[config.mk]
export PLATFORM = sky130hd
export DESIGN_NAME = vid_status_fifo
export DESIGN_NICKNAME = d
export VERILOG_FILES = /design/src/rtl/vid_status_pkg.sv /design/src/rtl/vid_status_ctrl.sv /design/src/rtl/vid_status_dp.sv /design/src/rtl/vid_status_fifo.sv
export SDC_FILE = /design/constraint.sdc
export NUM_CORES = 1
export LEC_CHECK = 0
export ABC_AREA = 1
export CAP_MARGIN = 0
export CORE_MARGIN = 2
export CORE_UTILIZATION = 38
export DETAILED_ROUTE_END_ITERATION = 7
export PLACE_DENSITY = 0.75
export SLEW_MARGIN = 20
export SYNTH_ARGS = -nofsm -noshare
export SYNTH_HDL_FRONTEND = slang
export SYNTH_SLANG_ARGS = --single-unit
[constraint.sdc]
create_clock -name clk -period 2.1 [get_ports clk]
set_input_delay 0.42 -clock clk [delete_from_list [all_inputs] [get_ports clk]]
set_output_delay 0.42 -clock clk [all_outputs]
set_load 0.1 [all_outputs]
[src/rtl/vid_status_pkg.sv]
package vid_status_pkg;
  typedef struct packed {
    logic push;      // accepted write adds one entry
    logic stallReq;  // write arrived with the queue full
    logic drain;     // one drain period has elapsed
  } fifoStrobe_t;
endpackage

[src/rtl/vid_status_ctrl.sv]
module vid_status_ctrl
  import vid_status_pkg::*;
#(
  parameter int PERIOD_WIDE   = 190,
  parameter int PERIOD_NARROW = 214
) (
  input  logic        clk,
  input  logic        rst_n,
  input  logic        dataWr,
  input  logic        dispEnable,
  input  logic        vblank,
  input  logic        wideMode,
  input  logic        vramTarget,
  input  logic        fifoFull,
  input  logic        fifoEmpty,
  input  logic        stallPend,
  output fifoStrobe_t strobe
);
  localparam int PMAX = 2 * ((PERIOD_WIDE > PERIOD_NARROW) ? PERIOD_WIDE : PERIOD_NARROW);
  localparam int TW   = $clog2(PMAX + 1);

  logic [TW-1:0] drainTimer;
  logic [TW-1:0] basePeriod;
  logic [TW-1:0] period;
  logic          active;
  logic          drainNow;

  always_comb begin
    basePeriod = wideMode ? TW'(PERIOD_WIDE) : TW'(PERIOD_NARROW);
    period     = vramTarget ? (basePeriod << 1) : basePeriod;
    active     = dispEnable && !vblank;
    drainNow   = !fifoEmpty && (drainTimer >= period - TW'(1));
    strobe.drain    = drainNow;
    strobe.push     = dataWr && active && !stallPend && (!fifoFull || drainNow);
    strobe.stallReq = dataWr && active && !stallPend && fifoFull && !drainNow;
  end

  // timer is only cleared when empty or at a drain, never by a write
  always_ff @(posedge clk) begin
    if (!rst_n)         drainTimer <= '0;
    else if (fifoEmpty) drainTimer <= '0;
    else if (drainNow)  drainTimer <= '0;
    else                drainTimer <= drainTimer + TW'(1);
  end
endmodule

[src/rtl/vid_status_dp.sv]
module vid_status_dp
  import vid_status_pkg::*;
#(
  parameter int DEPTH       = 4,
  parameter int LINE_CYCLES = 3420,
  parameter int HBLANK_END  = 588,
  localparam int LW = $clog2(LINE_CYCLES)
) (
  input  logic          clk,
  input  logic          rst_n,
  input  fifoStrobe_t   strobe,
  input  logic          palMode,
  input  logic          dmaBusy,
  input  logic          oddField,
  input  logic          vintPending,
  input  logic          dispEnable,
  input  logic          vblank,
  input  logic [LW-1:0] linePos,
  input  logic          sprCollision,
  input  logic          sprOverflow,
  input  logic          statusRd,
  output logic [15:0]   statusWord,
  output logic          fifoFull,
  output logic          fifoEmpty,
  output logic          stallPend
);
  localparam int CW = $clog2(DEPTH + 1);

  logic [CW-1:0] occupancy;
  logic          hitFlag;
  logic          overFlag;

  always_ff @(posedge clk) begin
    if (!rst_n) begin
      occupancy <= '0;
      stallPend <= 1'b0;
    end else begin
      if (strobe.drain) begin
        if (stallPend)        stallPend <= 1'b0;
        else if (!strobe.push) occupancy <= occupancy - CW'(1);
      end else if (strobe.push) begin
        occupancy <= occupancy + CW'(1);
      end
      if (strobe.stallReq) stallPend <= 1'b1;
    end
  end

  always_ff @(posedge clk) begin
    if (!rst_n) begin
      hitFlag  <= 1'b0;
      overFlag <= 1'b0;
    end else begin
      hitFlag  <= sprCollision || (hitFlag && !statusRd);
      overFlag <= sprOverflow  || (overFlag && !statusRd);
    end
  end

  always_comb begin
    fifoFull   = (occupancy == CW'(DEPTH));
    fifoEmpty  = (occupancy == '0);
    statusWord = '0;
    statusWord[0] = palMode;
    statusWord[1] = dmaBusy;
    statusWord[2] = (linePos < LW'(HBLANK_END));
    statusWord[3] = vblank || !dispEnable;
    statusWord[4] = oddField;
    statusWord[5] = hitFlag;
    statusWord[6] = overFlag;
    statusWord[7] = vintPending;
    statusWord[8] = fifoFull;
    statusWord[9] = fifoEmpty;
  end
endmodule

[src/rtl/vid_status_fifo.sv]
module vid_status_fifo
  import vid_status_pkg::*;
#(
  parameter int DEPTH         = 4,
  parameter int PERIOD_WIDE   = 190,
  parameter int PERIOD_NARROW = 214,
  parameter int LINE_CYCLES   = 3420,
  parameter int HBLANK_END    = 588,
  localparam int LW = $clog2(LINE_CYCLES)
) (
  input  logic          clk,
  input  logic          rst_n,
  input  logic          palMode,
  input  logic          dmaBusy,
  input  logic          oddField,
  input  logic          vintPending,
  input  logic          dispEnable,
  input  logic          vblank,
  input  logic          wideMode,
  input  logic          vramTarget,
  input  logic [LW-1:0] linePos,
  input  logic          sprCollision,
  input  logic          sprOverflow,
  input  logic          dataWr,
  input  logic          statusRd,
  output logic [15:0]   statusWord,
  output logic          fifoFull,
  output logic          fifoEmpty,
  output logic          cpuStall
);
  fifoStrobe_t strobe;
  logic        stallPend;

  vid_status_ctrl #(
    .PERIOD_WIDE(PERIOD_WIDE), .PERIOD_NARROW(PERIOD_NARROW)
  ) i_ctrl (
    .clk(clk), .rst_n(rst_n), .dataWr(dataWr), .dispEnable(dispEnable),
    .vblank(vblank), .wideMode(wideMode), .vramTarget(vramTarget),
    .fifoFull(fifoFull), .fifoEmpty(fifoEmpty), .stallPend(stallPend),
    .strobe(strobe)
  );

  vid_status_dp #(
    .DEPTH(DEPTH), .LINE_CYCLES(LINE_CYCLES), .HBLANK_END(HBLANK_END)
  ) i_dp (
    .clk(clk), .rst_n(rst_n), .strobe(strobe), .palMode(palMode),
    .dmaBusy(dmaBusy), .oddField(oddField), .vintPending(vintPending),
    .dispEnable(dispEnable), .vblank(vblank), .linePos(linePos),
    .sprCollision(sprCollision), .sprOverflow(sprOverflow),
    .statusRd(statusRd), .statusWord(statusWord), .fifoFull(fifoFull),
    .fifoEmpty(fifoEmpty), .stallPend(stallPend)
  );

  assign cpuStall = stallPend;
endmodule

==> reports/results.txt, run 1 <==
critical path data required time: 2.27 ns
startpoint class of the critical path: primary input
Port Buffer Count: 28
Top Ports: 45
most common cell in the netlist: nand2_1
Area Growth Syn to Fin: 49.42%
Hold Fails Final Rpt: 0
VDD IR max: 274.3 uV
clk root buf: clkbuf_4
final core occ: 59.19%
minimum clock period: 2.073 ns
highest net fanout along the worst path: 3
CP max stage cell: ha_4
Max Fclk: 482.3 MHz
WP data arrival: 2.25 ns
CTS tree: yes
later-pin clock latency in the skew report: 0.27 ns
overall power: 735.5 uW
grt ovf: 0
largest net degree at the start of global routing: 10
Synth Cell Area: 1074 um^2
vias post-DR: 987
DP HPWL: 1892 um
antenna violations before repair: 0
clk_skew: 0.004636 ns
static leakage: 0.0007577 uW
grt peak-use layer: met2
clock slew at reported path FFs: 0.09 ns
Yosys reg bits: 15
post-synthesis cell count: 150
DRT antenna net count: 0
Yosys warning total: 0
Initial Util: 39.61%
DRT Pass-1 Iters: 4
Pwr Density: 458.5 nW/um^2
final wirelength: 2406 um
total core area: 2710 um^2
reg2reg end: i_dp.occupancy[2]
WL per Instance: 11.40 um
CP Capture Type: flip-flop
grt met2 use: 30.05%
Clock Sinks: 15
Hold EP: i_ctrl.drainTimer[0]
fillcell total: 237
slowest stage delay, CP: 0.28 ns
status: completed
area leader, netlist: dfxtp_1
family with the most delay on the worst path: simple AND/OR/NAND/NOR gates
ys async rst share: 0%
hold path cells: 1
top cell type's share of synthesized area: 27.97%
final worst path period share: 98.74%
number of enable flip-flop cells after synthesis: 0
CTS max path bufs: 2
Die H: 57.15 um
layout cell share with drive strength beyond 1: 30.56%
CTS buffer count: 3
R2R Setup Slk: 0.15 ns
final net count: 220
endpoints failing setup: 0
# diodes: 0
area post-placement: 1420 um^2
most used cell, CP: nand2_1
CP bufs+invs: 4
Worst Setup Path Type: primary input to flip-flop
Worst Min Path Start: i_ctrl.drainTimer[0]
vias in the first global route: 1025
Cell Rows: 19
register area: 306.5 um^2
Iteration-0 DRC Markers: 15
global placement routability congestion: 0.7461
CP cell instances: buf_6, buf_6, ha_4, ha_4, nand2_4, nor2_2, nand2_1, nand2_1, nand2_1, nand2_2, nand2_4, xor2_1, inv_1, ha_2, inv_2, nand2_2, nand2_1, nand2_1, nor2_1, nor2_1
R2R depth: 17
H-tree levels: 1
Worst Hold Class: flip-flop to flip-flop
synth cell count leaders: nand2_1, nor2_1, inv_1, dfxtp_1, buf_4
Max-cap violations: 0
met3 Usage GRT: 3.401%
Total GRT Usage: 16.00%
area of the multi-input gates: 753.2 um^2
met1 Use GR: 17.72%
Netlist cell types: 25
die area: 3266 um^2
Residual DRC: 0
Avg Cell Area, Syn: 7.157 um^2
top_reg_cell synth: dfxtp_1
first-pass GRT wire length: 4153 um
Die Wd: 57.15 um
design area: 1604 um^2
register area share after synthesis: 27.97%
Vias/cell: 4.678
RSZ-0062 raised after global routing: true
worst r2r src: i_ctrl.drainTimer[4]
leading post-synthesis cells by cell area: dfxtp_1, ha_1, nand2_1
Slew Viols, Final: 0
## sequential cells by signal (all words and copies together), names as in the netlist
name	count
i_dp.hitFlag	1
i_dp.overFlag	1
i_dp.stallPend	1
i_dp.occupancy	3
i_ctrl.drainTimer	9
## logic make-up (layout without fill, tap and decap cells)
kind of cell | after synthesis | after routing | share of synthesized area (%)
buffers and inverters | 34 | 59 | 16.78
XOR/XNOR | 4 | 4 | 3.264
AO/OA/AOI/OAI | 14 | 14 | 7.926
adder cells (fa/ha/maj) | 13 | 13 | 15.15
other | 1 | 6 | 0.3493
flip-flops | 15 | 15 | 27.97
AND/OR/NAND/NOR | 69 | 69 | 28.55
## worst max-delay path by stage
| stage | startpoint | end | slack, ns | depth (start not counted) |
|---|---|---|---|---|
| 5_1_grt | wideMode | i_dp.occupancy[2] | -0.06 | 18 |
| 3_3_place_gp | wideMode | i_dp.occupancy[2] | -0.64 | 18 |
| 4_1_cts | vramTarget | i_dp.occupancy[2] | -0.004 | 20 |
| 6_report | vramTarget | i_dp.occupancy[2] | 0.03 | 20 |
| 3_5_place_dp | wideMode | i_dp.occupancy[2] | -0.78 | 20 |
| 2_1_floorplan | i_dp.occupancy[1] | i_dp.occupancy[2] | -0.16 | 12 |
## cells in the final DEF, fill, tap and decap left out
cell and instances:
nand2_1 24, nor2_1 19, inv_1 16, dfxtp_1 12, clkdlybuf4s50_1 12, buf_4 8
nand2_2 6, a21oi_1 6, ha_1 6, ha_4 6, conb_1 6, buf_12 6
nand3_1 5, dlymetal6s2s_1 5, nor3_4 3, nor2_2 3, inv_2 3, nor3_1 3
clkbuf_4 3, buf_6 3, nand2_4 2, xor2_1 2, o21ai_0 2, xnor2_1 2
dfxtp_2 2, inv_4 1, nor2_4 1, a21o_1 1, a21boi_2 1, o31a_1 1
or2_2 1, nand3_2 1, o21ai_2 1, o211ai_1 1, a21oi_2 1, and2_1 1
ha_2 1, clkbuf_1 1, dfxtp_4 1, buf_2 1
## area by class of cell
cell class	instances	share of cell area (%)
Multi-Input combinational cell	106	46.96
Timing Repair Buffer	35	25.04
Sequential cell	15	19.11
Inverter	20	4.836
Tap cell	31	2.418
Clock buffer	4	1.638
## routing by layer
layer | vias up | part of all wire [%]
met5 | - | 0
met4 | 0 | 0.50
met3 | 2 | 3.1
met2 | 23 | 59
met1 | 448 | 38
li1 | 514 | -
## stage by stage
step / hold WS (ns) / std cells / setup TNS, ns / setup slack [ns]
finish: 0.4705 / 211 / 0 / 0.02656
global route: 0.5098 / 211 / -0.07562 / -0.05908
CTS: 0.4770 / 211 / -0.004482 / -0.004482
detailed placement: 0.4572 / 204 / -6.741 / -0.7777
global placement: 0.4444 / 204 / -5.268 / -0.6444
floorplan: 0.4297 / 155 / -0.2576 / -0.1620
## repair_timing
action | 4_1_cts | 5_1_grt
endpoints found under the hold margin | 0 | 0
resized for setup | 23 | 20
setup buffers | 3 | 0
setup endpoints to repair | 13 | 3
hold buffers | 0 | 0
pin swaps | 14 | 17
## power by group
part           switching [uW]  internal (uW)  leakage, uW
Clock                    85.0           73.5    0.0000150
Sequential               7.68            290     0.000124
Combinational             183           96.6     0.000619
(Power assumes the default switching activity.)
==> run 2: changes to the inputs <==
--- a/config.mk
+++ b/config.mk
@@ -6,11 +6,10 @@
 export NUM_CORES = 1
 export LEC_CHECK = 0
 export ABC_AREA = 1
-export CAP_MARGIN = 0
-export CORE_MARGIN = 2
-export CORE_UTILIZATION = 38
+export CORE_MARGIN = 5
+export CORE_UTILIZATION = 42
 export DETAILED_ROUTE_END_ITERATION = 7
-export PLACE_DENSITY = 0.75
+export PLACE_DENSITY = 0.79
 export SLEW_MARGIN = 20
 export SYNTH_ARGS = -nofsm -noshare
 export SYNTH_HDL_FRONTEND = slang
==> constraint.sdc (replaced) <==
create_clock -name clk -period 2 [get_ports clk]
set_input_delay 0.4 -clock clk [delete_from_list [all_inputs] [get_ports clk]]
set_output_delay 0.4 -clock clk [all_outputs]
set_load 0.1 [all_outputs]
==> reports/results.txt, run 2 (same netlist as run 1, synthesis figures left out) <==
Comb pwr share: 37.6% (-0.4 points)
die area: 3667 um^2 (+12%)
failing checks: setup timing
CTS buffer count: 3 (unchanged)
Regs by FF count: i_ctrl.drainTimer: 9 flops, i_dp.occupancy: 3 flops
R2R Setup Slk: 0.02 ns (-0.13 ns)
WP data arrival: 2.18 ns (-0.07 ns)
vias post-DR: 993 (+0.61%)
CTS tree: yes
Critical path origin: vramTarget
grt ovf: 0 (unchanged)
vias in the first global route: 1019 (-0.59%)
Worst Setup Path Type: primary input to flip-flop
Slew Viols, Final: 0 (unchanged)
Initial Util: 43.73% (+4.1 points)
DRT Pass-1 Iters: 4 (unchanged)
Pwr Density: 497.4 nW/um^2 (+8.5%)
Iteration-0 DRC Markers: 22 (+7)
worst r2r src: i_ctrl.drainTimer[4]
VDD IR max: 410.7 uV (+50%)
R2R depth: 17 (unchanged)
highest net fanout along the worst path: 3 (unchanged)
met1 Use GR: 14.89% (-2.8 points)
endpoints failing setup: 1 (+1)
global placement routability congestion: 0.7682 (+3.0%)
Place WS: -0.8311 ns (-0.05333 ns)
Post-Layout Cell Count: 210 (-0.47%)
Clock Sinks: 15 (unchanged)
hold path cells: 1 (unchanged)
# diodes: 0 (unchanged)
first-pass GRT wire length: 4112 um (-0.99%)
dpl cells: 204 (unchanged)
critical path data required time: 2.18 ns (-0.09 ns)
final wirelength: 2443 um (+1.5%)
final core occ: 63.51% (+4.3 points)
Max-cap violations: 0 (unchanged)
Hold Fails Final Rpt: 0 (unchanged)
Top Ports: 45 (unchanged)
DRT antenna net count: 0 (unchanged)
static leakage: 0.0007069 uW (-6.7%)
max FFs per register: 9 (unchanged)
layout cell share with drive strength beyond 1: 28.89% (-1.7 points)
Sequential Power Share: 40.3% (-0.2 points)
Residual DRC: 0 (unchanged)
DP HPWL: 1974 um (+4.3%)
final hold slack: 0.4784 ns (+0.007906 ns)
H-tree levels: 1 (unchanged)
largest net degree at the start of global routing: 10 (unchanged)
antenna violations before repair: 0 (unchanged)
CTS max path bufs: 2 (unchanged)
CP Capture Type: flip-flop
grt met2 use: 30.25% (+0.20 points)
WL per Instance: 11.63 um (+2.0%)
Vias/cell: 4.729 (+1.1%)
Hold EP: i_ctrl.drainTimer[0]
Port Buffer Count: 28 (unchanged)
Max Fclk: 498.9 MHz
clock slew at reported path FFs: 0.08 ns (about the same)
Worst Hold Class: flip-flop to flip-flop
Area Growth Syn to Fin: 45.22%
fillcell total: 213 (-10%)
status: finished, violations left
commonest non-fill, non-tap cell in the layout: nand2_1
met3 Usage GRT: 2.553% (-0.85 points)
Worst Min Path Start: i_ctrl.drainTimer[0]
most frequent cells in the layout: nand2_1, nor2_1, inv_1, dfxtp_1, clkdlybuf4s50_1
minimum clock period: 2.005 ns
reg2reg end: i_dp.occupancy[2]
Clk pwr share: 22.1% (+0.5 points)
later-pin clock latency in the skew report: 0.28 ns (about the same)
startpoint class of the critical path: primary input
Total GRT Usage: 14.67% (-1.3 points)
Sw Share: 37.69% (+0.22 points)
internal power: 483.2 uW (+5.1%)
Die H: 60.56 um (+6.0%)
grt peak-use layer: met2
clk root buf: clkbuf_4
design area: 1559 um^2 (-2.8%)
clk_skew: 0.0003354 ns (-0.004301 ns)
setup ws final: -0.004553 ns (-0.03112 ns)
area post-placement: 1426 um^2 (+0.44%)
Die Wd: 60.56 um (+6.0%)
total core area: 2455 um^2 (-9.4%)
Reg with most FFs: i_ctrl.drainTimer
final net count: 220 (unchanged)
Cell Rows: 18 (-1)
final worst path period share: 100.2%
Switch Pwr: 292.2 uW (+6.1%)
RSZ-0062 raised after global routing: true
-- run 2: changes by cell type in the layout (fill, tap and decap cells not counted), moves of 2 or more --
| cell | before | now |
|---|---|---|
| dlymetal6s2s_1 | 5 | 0 |
| nand2_1 | 24 | 26 |
| buf_6 | 3 | 1 |
| nor2_1 | 19 | 21 |
| buf_4 | 8 | 10 |
| dlygate4sd2_1 | 0 | 5 |
-- run 2: layout make-up --
| cell class | count | area [um^2] | share of cell area, % |
|---|---|---|---|
| Clock buffer | 4 | 26.28 | 1.685 |
| Inverter | 20 | 77.57 | 4.976 |
| Multi-Input combinational cell | 106 | 726.9 | 46.63 |
| Tap cell | 30 | 37.54 | 2.408 |
| Timing Repair Buffer | 35 | 385.4 | 24.72 |
| Sequential cell | 15 | 305.3 | 19.58 |
-- run 2: worst max-delay path: stages --
cell,delay [ns]
buf_8,0.10
buf_6,0.11
ha_4,0.15
ha_4,0.26
nand2_2,0.05
nor2_1,0.08
nor2_1,0.06
nand2_1,0.05
nand2_1,0.06
nand2_2,0.09
nand2_4,0.05
xor2_1,0.15
inv_1,0.06
ha_2,0.17
inv_2,0.05
nand2_2,0.04
nand2_1,0.05
nand2_1,0.04
nor2_1,0.11
nor2_1,0.05
-- run 2: worst max-delay path by stage --
stage	cells past startpoint	slack, ns	end
after floorplan	12	-0.26	i_dp.occupancy[2]
final	20	-0.005	i_dp.occupancy[2]
after global placement	18	-0.73	i_dp.occupancy[2]
after detailed placement	18	-0.83	i_dp.occupancy[2]
after CTS	18	-0.002	i_dp.occupancy[2]
after global routing	20	-0.09	i_dp.occupancy[2]
-- run 2: metal layers --
| metal | share of wire, % | wire [um] |
|---|---|---|
| met1 | 36 | 873 |
| met2 | 58 | 1417 |
| met3 | 5.2 | 128 |
| met4 | 0.98 | 24 |
| met5 | 0 | 0 |
-- run 2: metrics by stage --
step                total power, uW   TNS [ns]
floorplan                     552.1    -0.4852
global placement              592.0     -6.504
detailed placement            598.1     -7.382
CTS                           777.8  -0.002378
global route                  808.8    -0.1075
finish                        775.4  -0.004553
-- run 2: power groups by stage --
| stage | logic, uW | clock network, uW | registers [uW] |
|---|---|---|---|
| after floorplan | 233 | 0 | 319 |
| after global placement | 273 | 0 | 319 |
| after detailed placement | 279 | 0 | 320 |
| after CTS | 289 | 176 | 313 |
| after global routing | 307 | 187 | 314 |
| final | 292 | 171 | 313 |
-- run 2: repair_timing --
item                       CTS  global route
setup buffers                2             0
resized for setup           29             9
setup endpoints to repair   14             4
hold buffers                 0             0
pin swaps                   16             8
==> run 3: changes to the inputs <==
--- a/config.mk
+++ b/config.mk
@@ -6,9 +6,11 @@
 export NUM_CORES = 1
 export LEC_CHECK = 0
 export ABC_AREA = 1
+export CORE_ASPECT_RATIO = 0.9
 export CORE_MARGIN = 5
 export CORE_UTILIZATION = 42
 export DETAILED_ROUTE_END_ITERATION = 7
+export GPL_ROUTABILITY_DRIVEN = 0
 export PLACE_DENSITY = 0.79
 export SLEW_MARGIN = 20
 export SYNTH_ARGS = -nofsm -noshare
==> reports/results.txt, run 3 (same netlist as run 1, synthesis figures left out) <==
status: finished, violations left
failing checks: setup timing
Total GRT Usage: 14.28% (-0.39 points)
Pwr Density: 487.0 nW/um^2 (-2.1%)
clk_skew: 0.005218 ns (+0.004882 ns)
wire length on met2: 1369 um (-3.4%)
Iteration-0 DRC Markers: 38 (+73%)
Crit path depth: 18 (-10%)
Worst Hold Class: flip-flop to flip-flop
Hold Fails Final Rpt: 0 (unchanged)
top sig layer: met4
grt ovf: 0 (unchanged)
CP max stage cell: ha_4
final net count: 219 (-0.45%)
highest net fanout along the worst path: 3 (unchanged)
Worst Setup Path Type: primary input to flip-flop
clock slew at reported path FFs: 0.09 ns (about the same)
clk root buf: clkbuf_4
RSZ-0062 raised after global routing: true
Die H: 57.96 um (-4.3%)
WL per Instance: 12.52 um (+7.6%)
final worst path period share: 101.1% (+0.86 points)
worst r2r src: i_ctrl.drainTimer[8]
Area Growth Syn to Fin: 48.83%
CP bufs+invs: 4 (unchanged)
Die Wd: 63.29 um (+4.5%)
Top Ports: 45 (unchanged)
vias post-DR: 997 (+0.40%)
CP Capture Type: flip-flop
Vias/cell: 4.816 (+1.9%)
# diodes: 0 (unchanged)
reg2reg end: i_dp.occupancy[2]
Residual DRC: 0 (unchanged)
VDD IR max: 339.9 uV (-17%)
CP cell instances: buf_2, inv_2, ha_4, ha_4, nand2_1, a21oi_2, nor2_2, nand2_2, nand2_4, xor2_1, inv_1, ha_4, inv_2, nand2_2, nand2_1, nand2_1, nor2_1, nor2_1
WP data arrival: 2.21 ns (+0.03 ns)
Max Fclk: 494.6 MHz (-0.85%)
Port Buffer Count: 28 (unchanged)
Sequential Power Share: 40.2% (about the same)
met1 WL: 994 um (+14%)
most frequent cells in the layout: nand2_1, nor2_1, inv_1, dfxtp_1, clkdlybuf4s50_1
Critical Path Sink: i_dp.occupancy[2]
R2R depth: 14 (-3)
CTS tree: yes
CTS buffer count: 3 (unchanged)
Clock Sinks: 15 (unchanged)
max FFs per register: 9 (unchanged)
family with the most delay on the worst path: adder cells
minimum clock period: 2.022 ns (+0.01719 ns)
slowest stage delay, CP: 0.26 ns (about the same)
area post-placement: 1416 um^2 (-0.70%)
die area: 3668 um^2 (about the same)
commonest non-fill, non-tap cell in the layout: nand2_1
Cell Rows: 17 (-1)
critical path data required time: 2.18 ns (about the same)
CTS max path bufs: 2 (unchanged)
vias in the first global route: 997 (-2.2%)
antenna violations before repair: 0 (unchanged)
largest net degree at the start of global routing: 10 (unchanged)
fillcell total: 199 (-6.6%)
first-pass GRT wire length: 4243 um (+3.2%)
total core area: 2446 um^2 (-0.36%)
Slew Viols, Final: 0 (unchanged)
Initial Util: 43.89% (+0.16 points)
later-pin clock latency in the skew report: 0.29 ns (about the same)
Clk pwr share: 22.0% (about the same)
setup ws final: -0.02174 ns (-0.01719 ns)
DR WL met3: 152 um (+19%)
endpoints failing setup: 1 (unchanged)
H-tree levels: 1 (unchanged)
Critical path origin: wideMode
Reg with most FFs: i_ctrl.drainTimer
Place WS: -0.8023 ns (+0.02874 ns)
Regs by FF count: i_ctrl.drainTimer: 9 flops, i_dp.occupancy: 3 flops
design area: 1598 um^2 (+2.5%)
Switch Pwr: 294.9 uW (+0.90%)
Hold-fix buffers, CTS: 0 (unchanged)
Max-cap violations: 0 (unchanged)
startpoint class of the critical path: primary input
Sw Share: 37.90% (+0.21 points)
DRT Pass-1 Iters: 4 (unchanged)
hold path cells: 1 (unchanged)
static leakage: 0.0007059 uW (-0.14%)
DRT antenna net count: 0 (unchanged)
final wirelength: 2592 um (+6.1%)
layout cell share with drive strength beyond 1: 29.61% (+0.72 points)
internal power: 483.2 uW (about the same)
Comb pwr share: 37.7% (about the same)
DP HPWL: 2005 um (+1.6%)
R2R Setup Slk: 0.04 ns (+0.02 ns)
## run 3: worst min path at each step
| stage | start | to | slack [ns] |
|---|---|---|---|
| after detailed placement | i_ctrl.drainTimer[0] | i_ctrl.drainTimer[0] | 0.45 |
| after CTS | i_ctrl.drainTimer[0] | i_ctrl.drainTimer[0] | 0.47 |
| after floorplan | i_ctrl.drainTimer[0] | i_ctrl.drainTimer[0] | 0.43 |
| final | i_ctrl.drainTimer[0] | i_ctrl.drainTimer[0] | 0.46 |
| after global placement | i_ctrl.drainTimer[0] | i_ctrl.drainTimer[0] | 0.44 |
| after global routing | i_ctrl.drainTimer[0] | i_ctrl.drainTimer[0] | 0.50 |
## run 3: stage by stage
stage               utilization (%)   TNS [ns]  total power [uW]  std cells  hold WS, ns
finish                        65.32   -0.02174             778.1        207       0.4632
global route                  65.32    -0.2362             807.2        207       0.5032
CTS                           63.27  -0.004292             774.4        206       0.4698
detailed placement            57.90     -6.988             594.8        201       0.4506
global placement              57.90     -6.221             588.7        201       0.4431
floorplan                         -    -0.4852             552.1        155       0.4297
## run 3: layout make-up
type | count | area [um^2] | share of cell area [%]
sequential | 15 | 306.5 | 19.19
multi-input combinational | 106 | 775.7 | 48.55
tap | 28 | 35.03 | 2.193
inverter | 20 | 75.07 | 4.699
timing repair buffer | 34 | 379.1 | 23.73
clock buffer | 4 | 26.28 | 1.644
## run 3: timing repair
item                       4_1_cts  5_1_grt
resized for setup               35        8
pin swaps                       22       10
buffers inserted                 1        1
gates cloned                     0        0
setup endpoints to repair       14        6
## run 3: power groups by stage
| stage | Sequential, uW | Combinational (uW) | Clock, uW |
|---|---|---|---|
| floorplan | 319 | 233 | 0 |
| global placement | 319 | 270 | 0 |
| detailed placement | 319 | 275 | 0 |
| CTS | 312 | 290 | 172 |
| global route | 314 | 308 | 185 |
| finish | 313 | 294 | 171 |
## run 3: worst register-to-register path: cells and delay by family, from the launching register on
kind,cells,cell delay (ns)
AND/OR/NAND/NOR,8,0.58
adder cells (fa/ha/maj),2,0.48
flip-flops,1,0.33
AO/OA/AOI/OAI,1,0.21
XOR/XNOR,1,0.13
buffers and inverters,2,0.13
## run 3: layer usage
| metal | GRT usage [%] | vias to the layer above |
|---|---|---|
| met2 | 27.82 | 35 |
| met3 | 2.326 | 9 |
| met1 | 15.05 | 441 |
| li1 | - | 512 |
| met4 | 6.231 | 0 |
| met5 | 0 | - |
